--- src/rtl/pcipar_pkg.sv ---
package pcipar_pkg;
  typedef enum logic [1:0] {
    PH_IDLE = 2'b00,
    PH_ADDR = 2'b01,
    PH_DATA = 2'b10,
    PH_TURN = 2'b11
  } phase_e;

  typedef struct packed {
    logic drive;
    logic check;
  } duty_t;
endpackage

--- src/rtl/pcipar_duty.sv ---
module pcipar_duty
  import pcipar_pkg::*;
(
  input  logic   valid_i,
  input  phase_e phase_i,
  input  logic   role_i,
  input  logic   write_i,
  output duty_t  duty_o
);
  logic owns_data;

  // Data ownership: initiator on writes, target on reads.
  assign owns_data = (role_i == write_i);

  always_comb begin
    duty_o = '0;
    if (valid_i) begin
      unique case (phase_i)
        PH_ADDR: begin
          duty_o.drive = role_i;
          duty_o.check = ~role_i;
        end
        PH_DATA: begin
          duty_o.drive = owns_data;
          duty_o.check = ~owns_data;
        end
        default: duty_o = '0;
      endcase
    end
  end

  always_comb begin
    if (valid_i && (phase_i == PH_ADDR || phase_i == PH_DATA))
      p_one_duty_r4: assert ($countones({duty_o.drive, duty_o.check}) == 1);
  end
endmodule

--- src/rtl/pcipar_tree.sv ---
module pcipar_tree #(
  parameter int W     = 36,
  parameter int CHUNK = 8
) (
  input  logic [W-1:0] vec_i,
  output logic         par_o
);
  localparam int PARTS = (W + CHUNK - 1) / CHUNK;

  logic [PARTS-1:0] part;

  for (genvar g = 0; g < PARTS; g++) begin : g_leaf
    localparam int LO = g * CHUNK;
    localparam int HI = ((LO + CHUNK) < W) ? (LO + CHUNK - 1) : (W - 1);
    assign part[g] = ^vec_i[HI:LO];
  end

  assign par_o = ^part;
endmodule

--- src/rtl/pcipar_stage.sv ---
module pcipar_stage
  import pcipar_pkg::*;
(
  input  logic  clk,
  input  logic  rst_n,
  input  logic  valid_i,
  input  logic  par_calc_i,
  input  duty_t duty_i,
  output logic  par_q_o,
  output duty_t duty_q_o
);
  logic  par_d;
  duty_t duty_d;

  always_comb begin
    par_d  = par_q_o;
    duty_d = duty_i;
    if (valid_i) par_d = par_calc_i;
  end

  always_ff @(posedge clk or negedge rst_n) begin
    if (!rst_n) begin
      par_q_o  <= 1'b0;
      duty_q_o <= '0;
    end else begin
      par_q_o  <= par_d;
      duty_q_o <= duty_d;
    end
  end

  p_oe_one_clock_r6: assert property (@(posedge clk) disable iff (!rst_n)
    !duty_i.drive |=> !duty_q_o.drive);
endmodule

--- src/rtl/pcipar_judge.sv ---
module pcipar_judge (
  input  logic clk,
  input  logic rst_n,
  input  logic check_q_i,
  input  logic par_q_i,
  input  logic par_in_i,
  output logic perr_o
);
  logic perr_d;

  always_comb begin
    perr_d = 1'b0;
    if (check_q_i) perr_d = (par_in_i != par_q_i);
  end

  always_ff @(posedge clk or negedge rst_n) begin
    if (!rst_n) perr_o <= 1'b0;
    else        perr_o <= perr_d;
  end

  p_err_needs_check_r7: assert property (@(posedge clk) disable iff (!rst_n)
    !check_q_i |=> !perr_o);
  p_err_on_mismatch_r7: assert property (@(posedge clk) disable iff (!rst_n)
    (check_q_i && (par_in_i != par_q_i)) |=> perr_o);
endmodule

--- src/rtl/pcipar_unit.sv ---
module pcipar_unit
  import pcipar_pkg::*;
#(
  parameter int AD_W  = 32,
  parameter int CBE_W = 4,
  parameter int CHUNK = 8
) (
  input  logic             clk,
  input  logic             rst_n,
  input  logic             valid_i,
  input  logic [1:0]       phase_i,
  input  logic             role_i,
  input  logic             write_i,
  input  logic [AD_W-1:0]  ad_i,
  input  logic [CBE_W-1:0] cbe_i,
  input  logic             par_i,
  output logic             par_o,
  output logic             par_oe_o,
  output logic             perr_o
);
  localparam int COVER_W = AD_W + CBE_W;

  logic [1:0] rst_pipe;
  logic       rst_s_n;
  phase_e     phase;
  duty_t      duty, duty_q;
  logic       par_calc, par_q;

  // Asynchronous assert, synchronous release.
  always_ff @(posedge clk or negedge rst_n) begin
    if (!rst_n) rst_pipe <= 2'b00;
    else        rst_pipe <= {rst_pipe[0], 1'b1};
  end
  assign rst_s_n = rst_pipe[1];

  assign phase = phase_e'(phase_i);

  pcipar_duty u_duty (
    .valid_i (valid_i),
    .phase_i (phase),
    .role_i  (role_i),
    .write_i (write_i),
    .duty_o  (duty)
  );

  pcipar_tree #(.W(COVER_W), .CHUNK(CHUNK)) u_tree (
    .vec_i ({ad_i, cbe_i}),
    .par_o (par_calc)
  );

  pcipar_stage u_stage (
    .clk        (clk),
    .rst_n      (rst_s_n),
    .valid_i    (valid_i),
    .par_calc_i (par_calc),
    .duty_i     (duty),
    .par_q_o    (par_q),
    .duty_q_o   (duty_q)
  );

  pcipar_judge u_judge (
    .clk       (clk),
    .rst_n     (rst_s_n),
    .check_q_i (duty_q.check),
    .par_q_i   (par_q),
    .par_in_i  (par_i),
    .perr_o    (perr_o)
  );

  assign par_o    = par_oe_o ? par_q : 1'b0;
  assign par_oe_o = duty_q.drive;

  p_even_cover_r1: assert property (@(posedge clk) disable iff (!rst_s_n)
    par_oe_o |-> ((^{$past(ad_i), $past(cbe_i)}) == par_o));
  p_init_drive_r2: assert property (@(posedge clk) disable iff (!rst_s_n)
    (valid_i && role_i && (phase_i == 2'b01 || (phase_i == 2'b10 && write_i)))
      |=> par_oe_o);
  p_tgt_drive_r3: assert property (@(posedge clk) disable iff (!rst_s_n)
    (valid_i && !role_i && phase_i == 2'b10 && !write_i) |=> par_oe_o);
  p_quiet_phase_r5: assert property (@(posedge clk) disable iff (!rst_s_n)
    (!valid_i || phase_i == 2'b00 || phase_i == 2'b11) |=> !par_oe_o);

  always @(posedge clk) begin
    if (!rst_n) p_reset_quiet_r8: assert (!par_oe_o && !perr_o && !par_o);
  end
endmodule

--- config.mk ---
export PLATFORM = sky130hd
export DESIGN_NAME = pcipar_unit
export DESIGN_NICKNAME = d
export VERILOG_FILES = /design/src/rtl/pcipar_pkg.sv /design/src/rtl/pcipar_duty.sv /design/src/rtl/pcipar_tree.sv /design/src/rtl/pcipar_stage.sv /design/src/rtl/pcipar_judge.sv /design/src/rtl/pcipar_unit.sv
export SDC_FILE = /design/constraint.sdc
export NUM_CORES = 1
export LEC_CHECK = 0
export ABC_AREA = 1
export ABC_CLOCK_PERIOD_IN_PS = 1600
export BUFFER_PORTS_ARGS = -buffer_cell sky130_fd_sc_hd__buf_2
export CAP_MARGIN = 25
export CELL_PAD_IN_SITES_DETAIL_PLACEMENT = 1
export CELL_PAD_IN_SITES_GLOBAL_PLACEMENT = 1
export CORE_ASPECT_RATIO = 1.25
export CORE_MARGIN = 1.5
export CORE_UTILIZATION = 31
export CTS_CLUSTER_DIAMETER = 200
export DETAILED_ROUTE_END_ITERATION = 8
export GPL_ROUTABILITY_DRIVEN = 0
export GPL_TIMING_DRIVEN = 0
export MAX_ROUTING_LAYER = met4
export PLACE_DENSITY = 0.85
export SYNTH_ARGS = -nofsm -noshare
export SYNTH_HDL_FRONTEND = slang
export SYNTH_HIERARCHICAL = 1
export SYNTH_SLANG_ARGS = --single-unit
--- constraint.sdc ---
create_clock -name clk -period 1.6 [get_ports clk]
set_input_delay 0.24 -clock clk [delete_from_list [all_inputs] [get_ports clk]]
set_output_delay 0.24 -clock clk [all_outputs]
set_load 0.005 [all_outputs]
==> results of run 1 <==
[final cells by class]
| cell class | instances | share of cell area (%) |
|---|---|---|
| multi-input cells | 170 | 54.9 |
| repair buffers | 47 | 17.7 |
| flip-flops and latches | 6 | 11.0 |
| inverters | 36 | 9.94 |
| well taps | 37 | 3.41 |
| clock buffers | 3 | 3.04 |
[state kept, by name, summed over array words and instances, names as in the netlist]
register / flops
u_judge/perr_o: 1
u_stage/duty_q_o: 2
u_stage/par_q_o: 1
rst_pipe: 2
[cell families after synthesis]
family	Yosys count	synth area share (%)
AO/OA/AOI/OAI	2	0.971
XOR/XNOR	13	11.8
adder cells (fa/ha/maj)	2	2.43
buffers and inverters	36	13.1
flip-flops	6	14.6
other	1	0.364
AND/OR/NAND/NOR	152	56.8
[final timing paths]
check	to	slack, ns	cells past startpoint
worst max-delay path	u_stage/par_q_o	0.46	15
worst min-delay path	u_stage/par_q_o	0.05	0
worst max register to register	u_judge/perr_o	0.92	2
worst min register to register	u_stage/par_q_o	0.05	0
max in group asynchronous	rst_pipe[1]	1.17	2
min in group clk	u_stage/par_q_o	0.26	3
[per-layer routing]
layer / GRT usage [%] / routed length [um]
met4: 4.69 / 5
met1: 12.0 / 884
met3: 0.885 / 83
met5: - / 0
met2: 30.4 / 1410
[where the power goes]
part | switching, mW | internal, mW
clock | 0.0589 | 0.161
sequential | 0.0129 | 0.167
combinational | 0.199 | 0.149
[timing repair]
| action | 4_1_cts | 5_1_grt |
|---|---|---|
| hold endpoints to repair | 2 | 0 |
| buffers inserted | 0 | 0 |
| hold buffers | 1 | 0 |
[metrics by stage]
| stage | setup WS (ns) | power [mW] | hold WS, ns | cell area [sq um] |
|---|---|---|---|---|
| after floorplan | 0.476 | 0.410 | -0.0556 | 1030 |
| after CTS | 0.438 | 0.767 | 0.0637 | 1360 |
| after detailed placement | 0.208 | 0.535 | 0.0268 | 1310 |
| final | 0.463 | 0.748 | 0.0531 | 1360 |
| after global placement | 0.247 | 0.520 | 0.0268 | 1310 |
| after global routing | 0.298 | 0.833 | 0.0753 | 1360 |
[cell usage in the layout (no fill, tap or decap), types with 2 or more instances in the layout]
cell type	count
nand2_1	138
xor2_1	6
dfrtp_1	6
a21oi_1	2
inv_1	32
ha_1	2
nor2_1	5
inv_2	4
xnor2_1	6
nand3_1	6
buf_2	46
nand2_2	2
clkbuf_8	3
==> summary.txt, run 1 <==
Starting Density = 32.3%
worst setup path start = ad_i[4]
Ys Warns = 6
Lkg Pwr = 0.964 nW
Worst Setup Start Kind = primary input
clk sinks = 6
full die area = 0.00368 sq mm
Antenna diodes = 0
Synth area leaders = nand2_1 50%, dfrtp_1 15%, inv_1 12%
Max stage delay on crit path = 0.12 ns
Max Fanout on Critical Path = 2
P&R area growth vs syn = 31.8%
Total Negative Setup Slacks = 0 ns
vias in the first global route = 1,205
layout cell share with drive strength beyond 1 = 21.8%
Max Slew Vio Count = 0
critical path cell sequence = buf_2, nand2_1, inv_1, nor2_1, nand2_1, nand2_1, nand2_1, nand2_1, nand3_1, nand2_1, inv_1, nand2_1, nand2_1, nand2_1, nand2_1
Hold Path Class = flip-flop to asynchronous set/reset pin
chip width = 54.6 um
WP buf/inv = 3
residual DRC count = 0
Clock Latency Late Sink = 0.22 ns
final wirelength = 2.38 mm
Max Fclk = 0.879 GHz
Via Count = 1,328
# IOs = 47
Synth top cells by count = 138 x nand2_1, 32 x inv_1
DR pass1 iterations = 4
FP Rows = 23
top-count cell post-synth = nand2_1
largest net degree at the start of global routing = 5
port bufs = 46
Mean Syn Cell Area = 4.86 sq um
post-CTS sizing = 0
Final Non-Filler Cells = 299
Setup Skew = 0.00137 ns
Inserted Clock Buffers = 3
initial antenna violation count = 0
worst setup path class = primary input to flip-flop
CP most frequent cell = nand2_1
reg-to-reg startpoint = u_stage/par_q_o
first-pass GRT wire length = 4.00 mm
max-cap violations = 0
Pwr Density = 550 mW/mm^2
global route overflow = 0
CP arrival = 1.25 ns
status = finished, final reports clean
Seq/Total Area, Yosys = 14.6%
Mapped Area = 0.00103 sq mm
required time at the worst-slack endpoint = 1.71 ns
Max VDD drop = 370 uV
post-layout min period = 1.14 ns
fillers = 502
Total GRT Usage = 14.3%
Register Area = 150 sq um
setup violators final = 0
routed len/inst = 7.96 um
NumNets Final = 310
CP top delay family = simple AND/OR/NAND/NOR gates
area occupied by multi-input gates = 746 sq um
EDFF count, synth = 0
post-synth top area share = 50.2%
RSZ-0062 raised after global routing = no
routed vias/inst = 4.44
Die Span Y = 67.5 um
syn_nets = 258
H-Tree Depth = 1
initial DRC count = 6
CTS root buf = clkbuf_8
Mapped Cells = 212
Yosys reg bits = 6
fraction of registers with async set/reset = 100%
remaining antenna violation count after routing = 0
synth unique cells = 14
final core occ = 42.5%
crit end category = flip-flop
TritonCTS clock tree = built
CTS clock-pin slew for the worst setup and hold paths = 0.03 ns
CTS Buffer Depth = 2
Final Hold Fails = 0
most used flip-flop cell after synthesis = dfrtp_1
placed cell count = 295
hpwl dp = 2.22 mm
CP max stage cell = nor2_1
largest area contributor in the netlist = nand2_1
fin crit share = 71.1%
Core Box Area = 0.00319 sq mm
(Power assumes the default switching activity.)
==> run 2: changes to the inputs <==
--- a/config.mk
+++ b/config.mk
@@ -6,20 +6,20 @@
 export NUM_CORES = 1
 export LEC_CHECK = 0
 export ABC_AREA = 1
-export ABC_CLOCK_PERIOD_IN_PS = 1600
+export ABC_CLOCK_PERIOD_IN_PS = 950
 export BUFFER_PORTS_ARGS = -buffer_cell sky130_fd_sc_hd__buf_2
 export CAP_MARGIN = 25
 export CELL_PAD_IN_SITES_DETAIL_PLACEMENT = 1
 export CELL_PAD_IN_SITES_GLOBAL_PLACEMENT = 1
 export CORE_ASPECT_RATIO = 1.25
 export CORE_MARGIN = 1.5
-export CORE_UTILIZATION = 31
+export CORE_UTILIZATION = 26
 export CTS_CLUSTER_DIAMETER = 200
 export DETAILED_ROUTE_END_ITERATION = 8
 export GPL_ROUTABILITY_DRIVEN = 0
 export GPL_TIMING_DRIVEN = 0
 export MAX_ROUTING_LAYER = met4
-export PLACE_DENSITY = 0.85
+export PLACE_DENSITY = 0.76
 export SYNTH_ARGS = -nofsm -noshare
 export SYNTH_HDL_FRONTEND = slang
 export SYNTH_HIERARCHICAL = 1
==> constraint.sdc (replaced) <==
create_clock -name clk -period 0.95 [get_ports clk]
set_input_delay 0.1425 -clock clk [delete_from_list [all_inputs] [get_ports clk]]
set_output_delay 0.1425 -clock clk [all_outputs]
set_load 0.005 [all_outputs]
==> summary.txt, run 2 (same netlist as run 1, synthesis figures left out) <==
Setup Skew = 0.00287 ns (+0.00149 ns)
cell-internal power = 934 uW (+96%)
status = finished, violations left
Max VDD drop = 311 uV (-16%)
largest net degree at the start of global routing = 5 (unchanged)
reg-to-reg startpoint = u_stage/par_q_o
routed vias/inst = 4.22 (-5.0%)
DR pass1 iterations = 2 (-2)
initial DRC count = 16 (+10)
Sw Share = 37.8% (+1.6 points)
CP arrival = 1.15 ns (-0.10 ns)
WP buf/inv = 1 (-2)
Largest regs = rst_pipe (2), u_stage/duty_q_o (2)
Worst Setup Start Kind = primary input
initial antenna violation count = 0 (unchanged)
commonest non-fill, non-tap cells in the layout = 114 x nand2_1, 33 x buf_2, 24 x nand2_2
CTS root buf = clkbuf_8
CP max stage cell = buf_8
first-pass GRT wire length = 4.18 mm (+4.5%)
Hold Path Class = flip-flop to asynchronous set/reset pin
pre-CTS WS = -0.381 ns (-0.589 ns)
Via Count = 1,338 (+0.75%)
Placed Area = 0.00136 sq mm (+4.2%)
residual DRC count = 0 (unchanged)
Die Span Y = 73.4 um (+8.8%)
final wirelength = 2.79 mm (+17%)
final core occ = 44.6% (+2.0 points)
worst setup path start = ad_i[21]
worst setup path class = primary input to flip-flop
Pwr Density = 890 mW/mm^2 (+62%)
Psw = 567 uW (+110%)
CP top delay family = simple AND/OR/NAND/NOR gates
port bufs = 46 (unchanged)
Starting Density = 27.2% (-5.0 points)
fillers = 541 (+7.8%)
vias in the first global route = 1,181 (-2.0%)
P&R area growth vs syn = 63.6%
Core Box Area = 0.00378 sq mm (+18%)
reg2reg end = u_judge/perr_o
critical path cell sequence = buf_8, nor2_4, nor2_2, nand2_1, nand2_2, nand2_2, nand2_2, nand2_2, nand2_2, nand2_2, nand2_2, nand2_2, nand2_2, nand2_1, nand2_1
Max Fclk = 0.962 GHz
post-layout min period = 1.04 ns
crit end category = flip-flop
FP Rows = 25 (+8.7%)
RSZ-0062 raised after global routing = yes
CTS Buffer Depth = 2 (unchanged)
TritonCTS clock tree = built
Antenna diodes = 0 (unchanged)
Inserted Clock Buffers = 3 (unchanged)
routed len/inst = 8.81 um (+11%)
power share of the sequential group = 19.6% (-4.5 points)
hpwl dp = 2.25 mm (+1.4%)
Pwr Total = 1.50 mW (+100%)
r2r worst-path depth = 3 (+1)
Total GRT Usage = 12.3% (-2.0 points)
Max Slew Vio Count = 0 (unchanged)
# IOs = 47 (unchanged)
Final Non-Filler Cells = 317 (+6.0%)
full die area = 0.00435 sq mm (+18%)
Max Fanout on Critical Path = 3 (+1)
flop-to-flop setup slack = 0.15 ns (-0.77 ns)
Total Negative Setup Slacks = -0.0894 ns (-0.0894 ns)
clk sinks = 6 (unchanged)
H-Tree Depth = 1 (unchanged)
Logic pwr share = 55.5% (+9.0 points)
global route overflow = 0 (unchanged)
fin crit share = 109%
chip width = 59.3 um (+8.7%)
Max stage delay on crit path = 0.11 ns (about the same)
Clock Latency Late Sink = 0.22 ns (about the same)
Design Area, Final = 0.00169 sq mm (+24%)
slack of the critical path = -0.0894 ns (-0.552 ns)
NumNets Final = 311 (+0.32%)
commonest non-fill, non-tap cell in the layout = nand2_1
required time at the worst-slack endpoint = 1.06 ns (-0.65 ns)
Hold Slack = 0.0599 ns (+0.00679 ns)
Lkg Pwr = 1.04 nW (+8.1%)
CTS clock-pin slew for the worst setup and hold paths = 0.04 ns (about the same)
setup violators final = 1 (+1)
remaining antenna violation count after routing = 0 (unchanged)
failing checks = negative setup slack
Clock power frac = 24.9% (-4.5 points)
Final Hold Fails = 0 (unchanged)
placed cell count = 312 (+5.8%)
CP most frequent cell = nand2_2
Stages on worst setup path = 15 (unchanged)
max-cap violations = 0 (unchanged)
Critical Path End = u_stage/par_q_o
layout cell share with drive strength beyond 1 = 41.8% (+20 points)
-- run 2: changes by cell type in the layout (fill, tap and decap cells not counted), moves of 3 or more --
cell,delta
nand2_1,-24
nand2_2,+22
inv_1,-14
inv_2,+14
buf_2,-13
buf_6,+9
xnor2_1,-5
buf_8,+4
nand3_1,-4
nand3_2,+4
nor2_1,-3
xnor2_2,+3
-- run 2: layout make-up --
type / count / area [sq um] / share of cell area, %
timing repair buffer: 48 / 344 / 20.4
tap: 54 / 67.6 / 4.01
sequential: 6 / 150 / 8.90
multi-input combinational: 170 / 948 / 56.2
clock buffer: 3 / 41.3 / 2.45
inverter: 36 / 135 / 8.01
-- run 2: how the worst min path moves through the flow --
stage	from	to	cells after the start
4_1_cts	rst_pipe[1]	u_stage/duty_q_o[0]	0
3_3_place_gp	rst_n	rst_pipe[1]	1
5_1_grt	rst_pipe[1]	u_stage/duty_q_o[1]	0
6_report	rst_pipe[1]	u_stage/duty_q_o[0]	0
3_5_place_dp	rst_n	rst_pipe[0]	1
2_1_floorplan	rst_n	rst_pipe[0]	0
-- run 2: repair_timing --
| item | in CTS | in global routing |
|---|---|---|
| resized for setup | 31 | 43 |
| setup endpoints to repair | 2 | 2 |
| cloned | 0 | 0 |
| pin swaps | 29 | 28 |
| endpoints found under the hold margin | 2 | 0 |
| buffers inserted | 1 | 0 |
| hold buffers | 1 | 0 |
-- run 2: power groups by stage --
| stage | Combinational [mW] | Sequential (mW) | Clock, mW |
|---|---|---|---|
| floorplan | 0.400 | 0.301 | 0 |
| global placement | 0.592 | 0.306 | 0 |
| detailed placement | 0.615 | 0.307 | 0 |
| CTS | 0.718 | 0.294 | 0.387 |
| global route | 0.941 | 0.296 | 0.396 |
| finish | 0.833 | 0.294 | 0.374 |
-- run 2: per-layer routing --
metal,share of wire (%),vias up,track usage (%)
met5,0,-,-
li1,-,710,-
met4,0.68,0,4.55
met3,3.5,2,1.41
met1,35,602,11.7
met2,61,24,24.3
-- run 2: worst register-to-register path: cells and delay by family, from the launching register on --
kind          cells  cell delay (ns)
flops             1             0.37
simple gates      2             0.18
buf+inv           1             0.14
==> run 3: changes to the inputs <==
--- a/config.mk
+++ b/config.mk
@@ -7,7 +7,7 @@
 export LEC_CHECK = 0
 export ABC_AREA = 1
 export ABC_CLOCK_PERIOD_IN_PS = 950
-export BUFFER_PORTS_ARGS = -buffer_cell sky130_fd_sc_hd__buf_2
+export BUFFER_PORTS_ARGS = -buffer_cell sky130_fd_sc_hd__buf_4
 export CAP_MARGIN = 25
 export CELL_PAD_IN_SITES_DETAIL_PLACEMENT = 1
 export CELL_PAD_IN_SITES_GLOBAL_PLACEMENT = 1
==> summary.txt, run 3 (same netlist as run 1, synthesis figures left out) <==
status = finished, violations left
failing checks = negative setup slack
Setup Skew = 0.00156 ns (-0.00130 ns)
Via Count = 1,341 (+0.22%)
Placed Area = 0.00148 sq mm (+8.4%)
final wirelength = 2.71 mm (-3.0%)
Worst Setup Start Kind = primary input
slack of the critical path = -0.0658 ns (+0.0236 ns)
final core occ = 46.3% (+1.8 points)
global route overflow = 0 (unchanged)
Final Hold Fails = 0 (unchanged)
Psw = 552 uW (-2.7%)
Inserted Clock Buffers = 3 (unchanged)
setup violators final = 1 (unchanged)
hpwl dp = 2.31 mm (+2.4%)
vias in the first global route = 1,294 (+9.6%)
Logic pwr share = 55.3% (-0.2 points)
Max Fanout on Critical Path = 3 (unchanged)
CTS Buffer Depth = 2 (unchanged)
Max VDD drop = 302 uV (-2.9%)
RSZ-0062 raised after global routing = yes
DR pass1 iterations = 4 (+2)
CP arrival = 1.12 ns (-0.03 ns)
clk sinks = 6 (unchanged)
Design Area, Final = 0.00175 sq mm (+3.9%)
port bufs = 46 (unchanged)
Die Span Y = 73.4 um (unchanged)
first-pass GRT wire length = 4.53 mm (+8.3%)
Largest regs = rst_pipe (2), u_stage/duty_q_o (2)
NumNets Final = 311 (unchanged)
Max Slew Vio Count = 0 (unchanged)
pre-CTS WS = -0.346 ns (+0.0348 ns)
chip width = 59.3 um (unchanged)
required time at the worst-slack endpoint = 1.06 ns (about the same)
routed vias/inst = 4.23 (+0.22%)
initial antenna violation count = 0 (unchanged)
routed len/inst = 8.54 um (-3.0%)
layout cell share with drive strength beyond 1 = 41.1% (-0.76 points)
worst setup path start = ad_i[15]
Antenna diodes = 0 (unchanged)
fin crit share = 107% (-2.5 points)
full die area = 0.00435 sq mm (unchanged)
Pwr Density = 861 mW/mm^2 (-3.2%)
Pwr Total = 1.51 mW (+0.57%)
CTS root buf = clkbuf_8
crit end category = flip-flop
Clock Latency Late Sink = 0.22 ns (about the same)
Sw Share = 36.5% (-1.2 points)
largest net degree at the start of global routing = 5 (unchanged)
commonest non-fill, non-tap cells in the layout = 112 x nand2_1, 35 x buf_4, 26 x nand2_2
CTS clock-pin slew for the worst setup and hold paths = 0.04 ns (about the same)
TritonCTS clock tree = built
Hold Slack = 0.0635 ns (+0.00357 ns)
Starting Density = 27.2% (unchanged)
initial DRC count = 22 (+6)
P&R area growth vs syn = 70.0%
Total GRT Usage = 12.7% (+0.43 points)
post-layout min period = 1.02 ns (-0.0236 ns)
H-Tree Depth = 1 (unchanged)
max-cap violations = 0 (unchanged)
FP Rows = 25 (unchanged)
commonest non-fill, non-tap cell in the layout = nand2_1
reg-to-reg startpoint = u_stage/par_q_o
Max Fclk = 0.984 GHz (+2.3%)
Core Box Area = 0.00378 sq mm (unchanged)
remaining antenna violation count after routing = 0 (unchanged)
Lkg Pwr = 1.06 nW (+2.0%)
# IOs = 47 (unchanged)
Clock power frac = 25.0% (about the same)
worst setup path class = primary input to flip-flop
Hold Path Class = flip-flop to asynchronous set/reset pin
residual DRC count = 0 (unchanged)
power share of the sequential group = 19.7% (about the same)
cell-internal power = 958 uW (+2.6%)
==> run 3: critical path, cell delays in order <==
cell	delay, ns
buf_4	0.13
xnor2_4	0.13
inv_2	0.06
nand2_1	0.06
nand2_1	0.10
nand2_1	0.07
nand2_2	0.08
inv_2	0.04
nand2_2	0.07
nand2_1	0.05
nand2_1	0.06
nand2_1	0.04
nand2_1	0.05
nand2_1	0.04
==> run 3: power by group through the flow <==
stage	combinational (mW)	clock [mW]	sequential, mW
2_1_floorplan	0.400	0	0.301
3_3_place_gp	0.649	0	0.306
3_5_place_dp	0.667	0	0.309
6_report	0.835	0.378	0.297
4_1_cts	0.763	0.389	0.298
5_1_grt	0.953	0.404	0.301
==> run 3: repair_timing <==
| action | in CTS | in global routing |
|---|---|---|
| hold endpoints to repair | 2 | 0 |
| pin swaps | 36 | 34 |
| buffers inserted | 1 | 0 |
| endpoints found under the setup margin | 2 | 2 |
| hold buffers | 1 | 0 |
| resized for setup | 30 | 36 |
==> run 3: stage by stage <==
| step | instances | setup TNS, ns |
|---|---|---|
| after floorplan | 212 | -0.0690 |
| after global placement | 312 | -0.324 |
| after detailed placement | 312 | -0.346 |
| after CTS | 317 | -0.0668 |
| after global routing | 317 | -0.234 |
| final | 317 | -0.0658 |
==> run 3: metal layers <==
metal,part of all wire [%],track usage [%]
met1,37,13.1
met2,60,25.4
met3,3.0,0.528
met4,0.15,3.03
met5,0,-
==> run 3: final timing paths <==
| kind | end | slack (ns) | depth (start not counted) |
|---|---|---|---|
| max reg2reg | u_judge/perr_o | 0.17 | 3 |
| min in group clk | u_stage/par_q_o | 0.14 | 3 |
| min | u_judge/perr_o | 0.06 | 0 |
| min reg2reg | u_judge/perr_o | 0.06 | 0 |
| max | u_stage/par_q_o | -0.07 | 14 |
| max in group asynchronous | rst_pipe[0] | 0.62 | 2 |
==> run 3: final cells by class <==
class	count	area, sq um
Clock buffer	3	41.3
Sequential cell	6	150
Inverter	36	140
Tap cell	54	67.6
Fill cell	544	2030
Multi-Input combinational cell	170	928
Timing Repair Buffer	48	425
